**config.mk**
```make
export PLATFORM = sky130hd
export DESIGN_NAME = raster_timing_top
export DESIGN_NICKNAME = d
export VERILOG_FILES = /design/src/rtl/rtg_pkg.sv /design/src/rtl/rtg_regs.sv /design/src/rtl/rtg_axis_cnt.sv /design/src/rtl/rtg_window.sv /design/src/rtl/raster_timing_top.sv
export SDC_FILE = /design/constraint.sdc
export NUM_CORES = 1
export LEC_CHECK = 0
export CAP_MARGIN = 20
export CORE_MARGIN = 2
export CORE_UTILIZATION = 45
export CTS_BUF_LIST = sky130_fd_sc_hd__clkbuf_8
export CTS_CLUSTER_DIAMETER = 150
export CTS_CLUSTER_SIZE = 25
export DETAILED_ROUTE_END_ITERATION = 10
export GPL_ROUTABILITY_DRIVEN = 0
export GPL_TIMING_DRIVEN = 0
export PLACE_DENSITY = 0.65
export SLEW_MARGIN = 40
export SYNTH_ARGS = -nofsm -noshare
export SYNTH_HDL_FRONTEND = slang
export SYNTH_SLANG_ARGS = --single-unit
```
**constraint.sdc**
```tcl
create_clock -name clk -period 2.4 [get_ports clk]
set_input_delay 0.36 -clock clk [delete_from_list [all_inputs] [get_ports clk]]
set_output_delay 0.36 -clock clk [all_outputs]
set_load 0.02 [all_outputs]
```
**src/rtl/rtg_pkg.sv**
```systemverilog
package rtg_pkg;
  localparam int          AW         = 3;
  localparam int          DW         = 32;
  localparam int          NTIM       = 6;
  localparam int          HI_LSB     = 16;
  localparam logic [31:0] UNLOCK_KEY = 32'h0000_4758;

  localparam logic [AW-1:0] ADR_KEY  = 3'd0;
  localparam logic [AW-1:0] ADR_CFG  = 3'd1;
  localparam logic [AW-1:0] ADR_TIM0 = 3'd2;

  localparam int CFG_EN   = 0;
  localparam int CFG_HPOL = 1;
  localparam int CFG_VPOL = 2;

  // index of each word inside one axis group
  localparam int W_ACT = 0;
  localparam int W_BLK = 1;
  localparam int W_SYN = 2;
  localparam int WPA   = 3;
endpackage

```
**src/rtl/rtg_regs.sv**
```systemverilog
module rtg_regs
  import rtg_pkg::*;
#(
  parameter int CW = 12
) (
  input  logic                     clk,
  input  logic                     rst,
  input  logic                     wr,
  input  logic [AW-1:0]            addr,
  input  logic [DW-1:0]            wdata,
  input  logic                     frame_end,
  output logic [DW-1:0]            rdata,
  output logic                     en,
  output logic                     hpol,
  output logic                     vpol,
  output logic [NTIM-1:0][CW-1:0]  live_lo,
  output logic [NTIM-1:0][CW-1:0]  live_hi
);
  logic                    unlocked;
  logic                    wr_ok;
  logic [NTIM-1:0][CW-1:0] pend_lo;
  logic [NTIM-1:0][CW-1:0] pend_hi;
  logic                    unused_wbits;

  assign wr_ok        = wr && unlocked;
  assign unused_wbits = ^{wdata[HI_LSB-1:CW], wdata[DW-1:HI_LSB+CW]};

  always_ff @(posedge clk) begin
    if (rst) begin
      unlocked <= 1'b0;
    end else if (wr && addr == ADR_KEY) begin
      unlocked <= (wdata == UNLOCK_KEY);
    end
  end

  always_ff @(posedge clk) begin
    if (rst) begin
      en   <= 1'b0;
      hpol <= 1'b0;
      vpol <= 1'b0;
    end else if (wr_ok && addr == ADR_CFG) begin
      en   <= wdata[CFG_EN];
      hpol <= wdata[CFG_HPOL];
      vpol <= wdata[CFG_VPOL];
    end
  end

  // pending copies: software view
  always_ff @(posedge clk) begin
    if (rst) begin
      pend_lo <= '0;
      pend_hi <= '0;
    end else if (wr_ok) begin
      for (int i = 0; i < NTIM; i++) begin
        if (addr == AW'(i + 2)) begin
          pend_lo[i] <= wdata[CW-1:0];
          pend_hi[i] <= wdata[HI_LSB +: CW];
        end
      end
    end
  end

  // live copies: loaded while idle or at the last pixel of a frame
  always_ff @(posedge clk) begin
    if (rst) begin
      live_lo <= '0;
      live_hi <= '0;
    end else if (!en || frame_end) begin
      live_lo <= pend_lo;
      live_hi <= pend_hi;
    end
  end

  always_ff @(posedge clk) begin
    if (rst) begin
      rdata <= '0;
    end else begin
      rdata <= '0;
      if (addr == ADR_KEY) begin
        rdata[0] <= unlocked;
      end else if (addr == ADR_CFG) begin
        rdata[CFG_EN]   <= en;
        rdata[CFG_HPOL] <= hpol;
        rdata[CFG_VPOL] <= vpol;
      end else begin
        for (int i = 0; i < NTIM; i++) begin
          if (addr == AW'(i + 2)) begin
            rdata[CW-1:0]      <= pend_lo[i];
            rdata[HI_LSB +: CW] <= pend_hi[i];
          end
        end
      end
    end
  end

  // a write while locked leaves every protected value untouched
  assert_locked_write_ignored_R1: assert property (@(posedge clk) disable iff (rst)
    (wr && addr != ADR_KEY && !unlocked) |=>
      ($stable(pend_lo) && $stable(pend_hi) && $stable({en, hpol, vpol})));

  // the live timing only moves at a frame boundary while running
  assert_live_frame_only_R10: assert property (@(posedge clk) disable iff (rst)
    (en && !frame_end) |=> ($stable(live_lo) && $stable(live_hi)));
endmodule

```
**src/rtl/rtg_axis_cnt.sv**
```systemverilog
module rtg_axis_cnt #(
  parameter int CW = 12
) (
  input  logic          clk,
  input  logic          rst,
  input  logic          run,
  input  logic          step,
  input  logic [CW-1:0] last,
  output logic [CW-1:0] cnt,
  output logic          wrap
);
  assign wrap = run && step && (cnt == last);

  always_ff @(posedge clk) begin
    if (rst || !run) begin
      cnt <= '0;
    end else if (step) begin
      cnt <= (cnt == last) ? '0 : cnt + 1'b1;
    end
  end

  // a count never runs past the programmed total
  assert_cnt_in_range_R5: assert property (@(posedge clk) disable iff (rst)
    cnt <= last);

  // without a step the count holds
  assert_cnt_holds_R5: assert property (@(posedge clk) disable iff (rst)
    (run && !step) |=> (cnt == $past(cnt)));
endmodule

```
**src/rtl/rtg_window.sv**
```systemverilog
module rtg_window #(
  parameter int CW = 12
) (
  input  logic [CW-1:0] pos,
  input  logic [CW-1:0] act_m1,
  input  logic [CW-1:0] blk_lo,
  input  logic [CW-1:0] blk_hi,
  input  logic [CW-1:0] syn_lo,
  input  logic [CW-1:0] syn_hi,
  output logic          in_act,
  output logic          in_blk,
  output logic          in_syn
);
  // stored values are position minus one, so start/end compare shifts by one
  assign in_act = (pos <= act_m1);
  assign in_blk = (pos > blk_lo) && (pos <= blk_hi);
  assign in_syn = (pos > syn_lo) && (pos <= syn_hi);
endmodule

```
**src/rtl/raster_timing_top.sv**
```systemverilog
module raster_timing_top
  import rtg_pkg::*;
#(
  parameter int CW = 12
) (
  input  logic          clk,
  input  logic          rst,
  input  logic          reg_wr,
  input  logic [2:0]    reg_addr,
  input  logic [31:0]   reg_wdata,
  output logic [31:0]   reg_rdata,
  output logic [CW-1:0] pix_x,
  output logic [CW-1:0] pix_y,
  output logic          active_o,
  output logic          blank_o,
  output logic          hsync_o,
  output logic          vsync_o
);
  localparam int NAX = 2;

  logic                    en, hpol, vpol;
  logic [NTIM-1:0][CW-1:0] live_lo, live_hi;
  logic [NAX-1:0][CW-1:0]  cnt;
  logic [NAX-1:0]          step, wrap, in_act, in_blk, in_syn;

  rtg_regs #(.CW(CW)) u_regs (
    .clk(clk), .rst(rst), .wr(reg_wr), .addr(reg_addr), .wdata(reg_wdata),
    .frame_end(wrap[1]), .rdata(reg_rdata), .en(en), .hpol(hpol), .vpol(vpol),
    .live_lo(live_lo), .live_hi(live_hi)
  );

  assign step[0] = 1'b1;
  assign step[1] = wrap[0];

  for (genvar a = 0; a < NAX; a++) begin : g_axis
    rtg_axis_cnt #(.CW(CW)) u_cnt (
      .clk(clk), .rst(rst), .run(en), .step(step[a]),
      .last(live_hi[a*WPA + W_ACT]), .cnt(cnt[a]), .wrap(wrap[a])
    );
    rtg_window #(.CW(CW)) u_win (
      .pos(cnt[a]),
      .act_m1(live_lo[a*WPA + W_ACT]),
      .blk_lo(live_lo[a*WPA + W_BLK]), .blk_hi(live_hi[a*WPA + W_BLK]),
      .syn_lo(live_lo[a*WPA + W_SYN]), .syn_hi(live_hi[a*WPA + W_SYN]),
      .in_act(in_act[a]), .in_blk(in_blk[a]), .in_syn(in_syn[a])
    );
  end

  always_ff @(posedge clk) begin
    if (rst) begin
      pix_x    <= '0;
      pix_y    <= '0;
      active_o <= 1'b0;
      blank_o  <= 1'b1;
      hsync_o  <= 1'b0;
      vsync_o  <= 1'b0;
    end else begin
      pix_x    <= cnt[0];
      pix_y    <= cnt[1];
      active_o <= en && in_act[0] && in_act[1];
      blank_o  <= !en || in_blk[0] || in_blk[1];
      hsync_o  <= (en && in_syn[0]) ^ hpol;
      vsync_o  <= (en && in_syn[1]) ^ vpol;
    end
  end

  // a cleared enable forces blanking and no active pixel on the next edge
  assert_idle_blank_R3: assert property (@(posedge clk) disable iff (rst)
    !en |=> (blank_o && !active_o));

  // the line count only moves when the pixel count wraps
  assert_line_step_R5: assert property (@(posedge clk) disable iff (rst)
    (en && !wrap[0]) |=> $stable(cnt[1]));
endmodule

```
Yosys cells after proc, flatten, opt, wreduce, memory -nomap -nowiden. Cells that the tools add are included.

Output and inout port bits: 60. Input bits: 38. Logic and storage cells: 108. Bits in registers: 376.

Reductions and logical operators: 29. Magnitude comparators: 10. Equal/unequal tests: 10. Add/sub/neg operators: 2. Bitwise operators: 2. Muxes and demuxes: 15.

Operator list (count): 12-bit two-way mux (13); 12-bit less-or-equal comparator (6); 12-bit greater-than comparator (4); 32-bit by 15-bit equality test with 1-bit output (second input constant) (1); 12-bit by 1-bit adder with 12-bit output (second input constant) (2); 12-bit equality test (2); 1-bit logical AND (14); 3-bit equality test (second input constant) (4); 2-bit AND reduction (6); 3-bit by 2-bit equality test with 1-bit output (second input constant) (2); 1-bit logical OR (4); 2-bit OR reduction (2); 3-bit by 1-bit equality test with 1-bit output (second input constant) (1); 3-bit logical NOT (1); 3-bit two-way mux (1); 3-bit OR reduction (1); 1-bit XOR (2); 1-bit logical NOT (1); 1-bit two-way mux (1).

Longest topological paths before layout.
Word-level depth: 9. Mapped depth: 9. Mapped depth without buffers: 8.

Cells and area by module. Synthesis repeated with hierarchy kept, for this count alone.

Cell total of the unflattened synthesis: 2146. Area total of the unflattened synthesis: 17016.3 µm².

Modules (own cells, without submodules): rtg_regs (instances 1, sequential area each 6326.1 µm², area an instance 11891.4 µm², cells each 1529); rtg_window at g_axis[1].u_win (instances 1, sequential area each 0.0 µm², area an instance 1505.2 µm², cells each 204); rtg_window at g_axis[0].u_win (instances 1, sequential area each 0.0 µm², area an instance 1486.4 µm², cells each 206); rtg_axis_cnt (instances 2, sequential area each 240.2 µm², area an instance 668.1 µm², cells each 72); raster_timing_top (instances 1, sequential area each 560.5 µm², area an instance 797.0 µm², cells each 63).

Worst setup path after synthesis. Ideal clock, no wire load.

Path type: reg-to-reg. Start point: register g_axis[0].u_cnt.cnt[6]. End point: register u_regs.live_hi[36] (netlist bit). Clock period less this slack: 2382 ps. Setup time: 70 ps. Path buffers: 2. Arrival time: 2312 ps. Data required time: 2330 ps. Setup slack: 18 ps. Cell stages (with the launch flop): 9. Path through: dfxtp_1 > xor2_1 > nor4_1 > nand3_1 > o41ai_4 > buf_2 > buf_4 > nand2_1 > a21oi_1.

Cells in the longest elaborated chain, start to end: 5.

RTL lines: start, declared (line rtg_axis_cnt.sv:9) `output logic [CW-1:0] cnt,`; start signal, assigned (line rtg_axis_cnt.sv:18) `cnt <= (cnt == last) ? '0 : cnt + 1'b1;`; 12-bit equality test (line rtg_axis_cnt.sv:12) `assign wrap = run && step && (cnt == last);`; 1-bit logical AND (3 in a row) (line rtg_axis_cnt.sv:12); 1-bit logical OR (line rtg_regs.sv:68) `end else if (!en || frame_end) begin`; end signal, assigned (line rtg_regs.sv:70) `live_hi <= pend_hi;`; end, declared (line rtg_regs.sv:17) `output logic [NTIM-1:0][CW-1:0] live_hi`.

Every way passes these cells. A chain may end at the register's enable or synchronous reset.

Worst setup path after layout.
Start point: register g_axis[0].u_cnt.cnt[5]. End point: register u_regs.live_lo[8] (netlist bit).

Cells in the longest elaborated chain, start to end: 5.

RTL lines: 12-bit equality test (line rtg_axis_cnt.sv:12); 1-bit logical AND (3 in a row) (line rtg_axis_cnt.sv:12); 1-bit logical OR (line rtg_regs.sv:68); end signal, assigned (line rtg_regs.sv:69) `live_lo <= pend_lo;`; end, declared (line rtg_regs.sv:16) `output logic [NTIM-1:0][CW-1:0] live_lo,`.

Every way passes these cells.

==> reports/qor.txt <==
drt wl/cell -> 19.5 um
ratio of cells with drive above 1 in the final layout -> 6.73%
vias in the first global route -> 14,600
Via density -> 5.56
asr flop ratio synth -> 0%
most frequent cells in the layout -> 643 x nand2_1, 342 x dfxtp_1, 331 x a21oi_1
Initial Utilization -> 45.8%
Seq/Total Area, Yosys -> 43.8%
grt total ovfl -> 0
Leakage -> 6.79 nW
Required @ worst endpoint -> 2.95 ns
final worst-path cycle share -> 97.1%
wire length of the first global-routing pass -> 82,200 um
Worst setup EP type -> flop
final worst slack -> 0.0686 ns
number of hold buffers added after CTS -> 0
commonest non-fill, non-tap cell in the layout -> nand2_1
IO Count -> 98
slowest CP cell -> dfxtp_4
largest fanout on the critical path -> 10
Syn Inst Count -> 2,147
Root Driver -> clkbuf_8
max-cap violations -> 0
first-pass iteration count of the detailed router -> 8
vias -> 15,200
status -> completed
Crit Path Class -> reg2reg
Detailed Place HPWL -> 40,100 um
die height -> 197 um
post-route antenna net violation count -> 0
area of the mapped netlist -> 0.0168 mm^2
worst-margin pin slew -> 0.836 ns
R2R depth -> 9
register area -> 0.00745 mm^2
# nets final -> 2,435
Yosys Warn Count -> 0
f_max -> 0.429 GHz
relative slew slack -> 44.2%
Worst Skew -> 0.0277 ns
FF+latch count, synth -> 368
Worst path depth -> 9
All-Layer GR Usage -> 27.5%
Max H-tree Level -> 1
Worst-path clk slew -> 0.15 ns
Row Count -> 70
die area -> 0.0390 mm^2
setup TNS -> 0 ns
CTS Buffer Depth -> 3
FILL cells -> 3,524
startpoint types -> flop
CP bufs+invs -> 3
crit path DAT -> 2.88 ns
hold crit path type -> in2reg
CTS Buf Count -> 18
CP top delay family -> simple AND/OR/NAND/NOR gates
VDD IR max -> 0.343 mV
syn avg cell area -> 7.84 um^2
final instance area -> 0.0189 mm^2
Place WS -> -1.33 ns
Die X -> 197 um
Final setup viols -> 0
Sink Count -> 368
Post-Route WL -> 53,600 um
Final Max Slew Viols -> 0
Port Buf Inserts -> 84
Initial DRC Count -> 1,591
initial antenna violation count -> 0
final core utilization -> 51.6%
largest net degree at the start of global routing -> 26
RSZ-0062 raised after global routing -> yes
crit path time final -> 2.33 ns
slowest stage delay, CP -> 0.44 ns
WHS Path Cells -> 3
CTS tree -> yes
endpoints failing hold -> 0
ys flop type -> dfxtp_1
Skew-Pair Late Insertion Delay -> 0.61 ns
Post-Place Cell Area -> 0.0183 mm^2
Post-synth EDFFs -> 0
Pwr Density -> 486 mW/mm^2
Core Box Area -> 0.0367 mm^2
Post-route DRC -> 0
area of the multi-input gates -> 0.00857 mm^2
Area Overhead vs Synth -> 12.6%
Cell variety after synth -> 49
CP cell instances -> xor2_1 -> nor4_4 -> nand3_2 -> o41ai_4 -> buf_6 -> buf_4 -> clkbuf_2 -> nand2_1 -> a21oi_1
## layer usage
metal	vias up	wire, um	track usage (%)
met5	-	0	0
met4	0	2090	9.97
met3	109	4050	3.96
li1	7395	-	-
met2	545	25000	46.1
met1	7194	22600	36.0
## cell families after synthesis
| kind of cell | synth area share, % |
|---|---|
| and+or+nand+nor | 21.1 |
| muxes | 1.98 |
| adders and majority gates | 9.07 |
| buffers and inverters | 5.94 |
| AOI/OAI and AO/OA | 15.8 |
| DFF | 43.8 |
| xor gates and xnor gates | 2.24 |
| other | 0.0223 |
## flip-flops by register name, summed over array words and instances, names as in the netlist, 12 cells and up
register	flops
u_regs.live_lo	72
u_regs.live_hi	72
pix_x	12
u_regs.rdata	24
pix_y	12
g_axis.u_cnt.cnt	24
u_regs.pend_hi	72
u_regs.pend_lo	72
## where the power goes
group          internal, mW  switching (mW)
Combinational         0.133           0.346
Sequential             6.09         0.00302
Clock                 0.732            1.90
Total                  6.96            2.25
## Yosys cell counts (all sizes together), types with 26 or more instances
master	count	area, um^2
nand4	34	213
mux2	26	293
ha	122	1530
nand2	643	2410
clkbuf	115	434
dfxtp	368	7370
nor2	70	263
nor2b	32	200
inv	117	439
o21ai	56	280
a21oi	335	1680
## worst register-to-register path: cells and delay by family, from the launching register on
kind,cells,cell delay [ns]
flops,1,0.44
xor+xnor,1,0.18
simple gates,3,0.64
buf+inv,3,0.61
compound gates,2,0.39
## metrics by stage
stage	std cells	power (mW)	hold slack (ns)
CTS	2735	9.23	0.0842
global route	2743	9.47	0.0804
finish	2744	9.21	0.0910
detailed placement	2706	6.72	0.444
global placement	2706	6.71	0.441
floorplan	2154	6.47	0.432
## worst paths after layout
kind,from,to,slack [ns]
worst max-delay path,g_axis[0].u_cnt.cnt[5]$_SDFF_PP0_,u_regs.live_lo[8]$_SDFFE_PP0P_,0.07
worst min-delay path,reg_wdata[2],u_regs.pend_lo[26]$_SDFFE_PP0P_,0.09
worst max register to register,g_axis[0].u_cnt.cnt[5]$_SDFF_PP0_,u_regs.live_lo[8]$_SDFFE_PP0P_,0.07
worst min register to register,u_regs.live_hi[58]$_SDFFE_PP0P_,u_regs.live_hi[58]$_SDFFE_PP0P_,0.46
## repair_timing
action,in CTS,in global routing
setup buffers,9,10
pin swaps,8,4
setup endpoints to repair,193,163
resized for setup,79,48
## final cells by class
class                           instances  share of cell area (%)
Sequential cell                       368                    39.4
Clock buffer                           19                    1.38
Tap cell                              468                    3.09
Buffer                                132                    3.34
Inverter                              117                    2.32
Antenna cell                            1                  0.0132
Clock inverter                          1                  0.0462
Timing Repair Buffer                  103                    5.21
Multi-Input combinational cell       1535                    45.2
(Power assumes the default switching activity.)
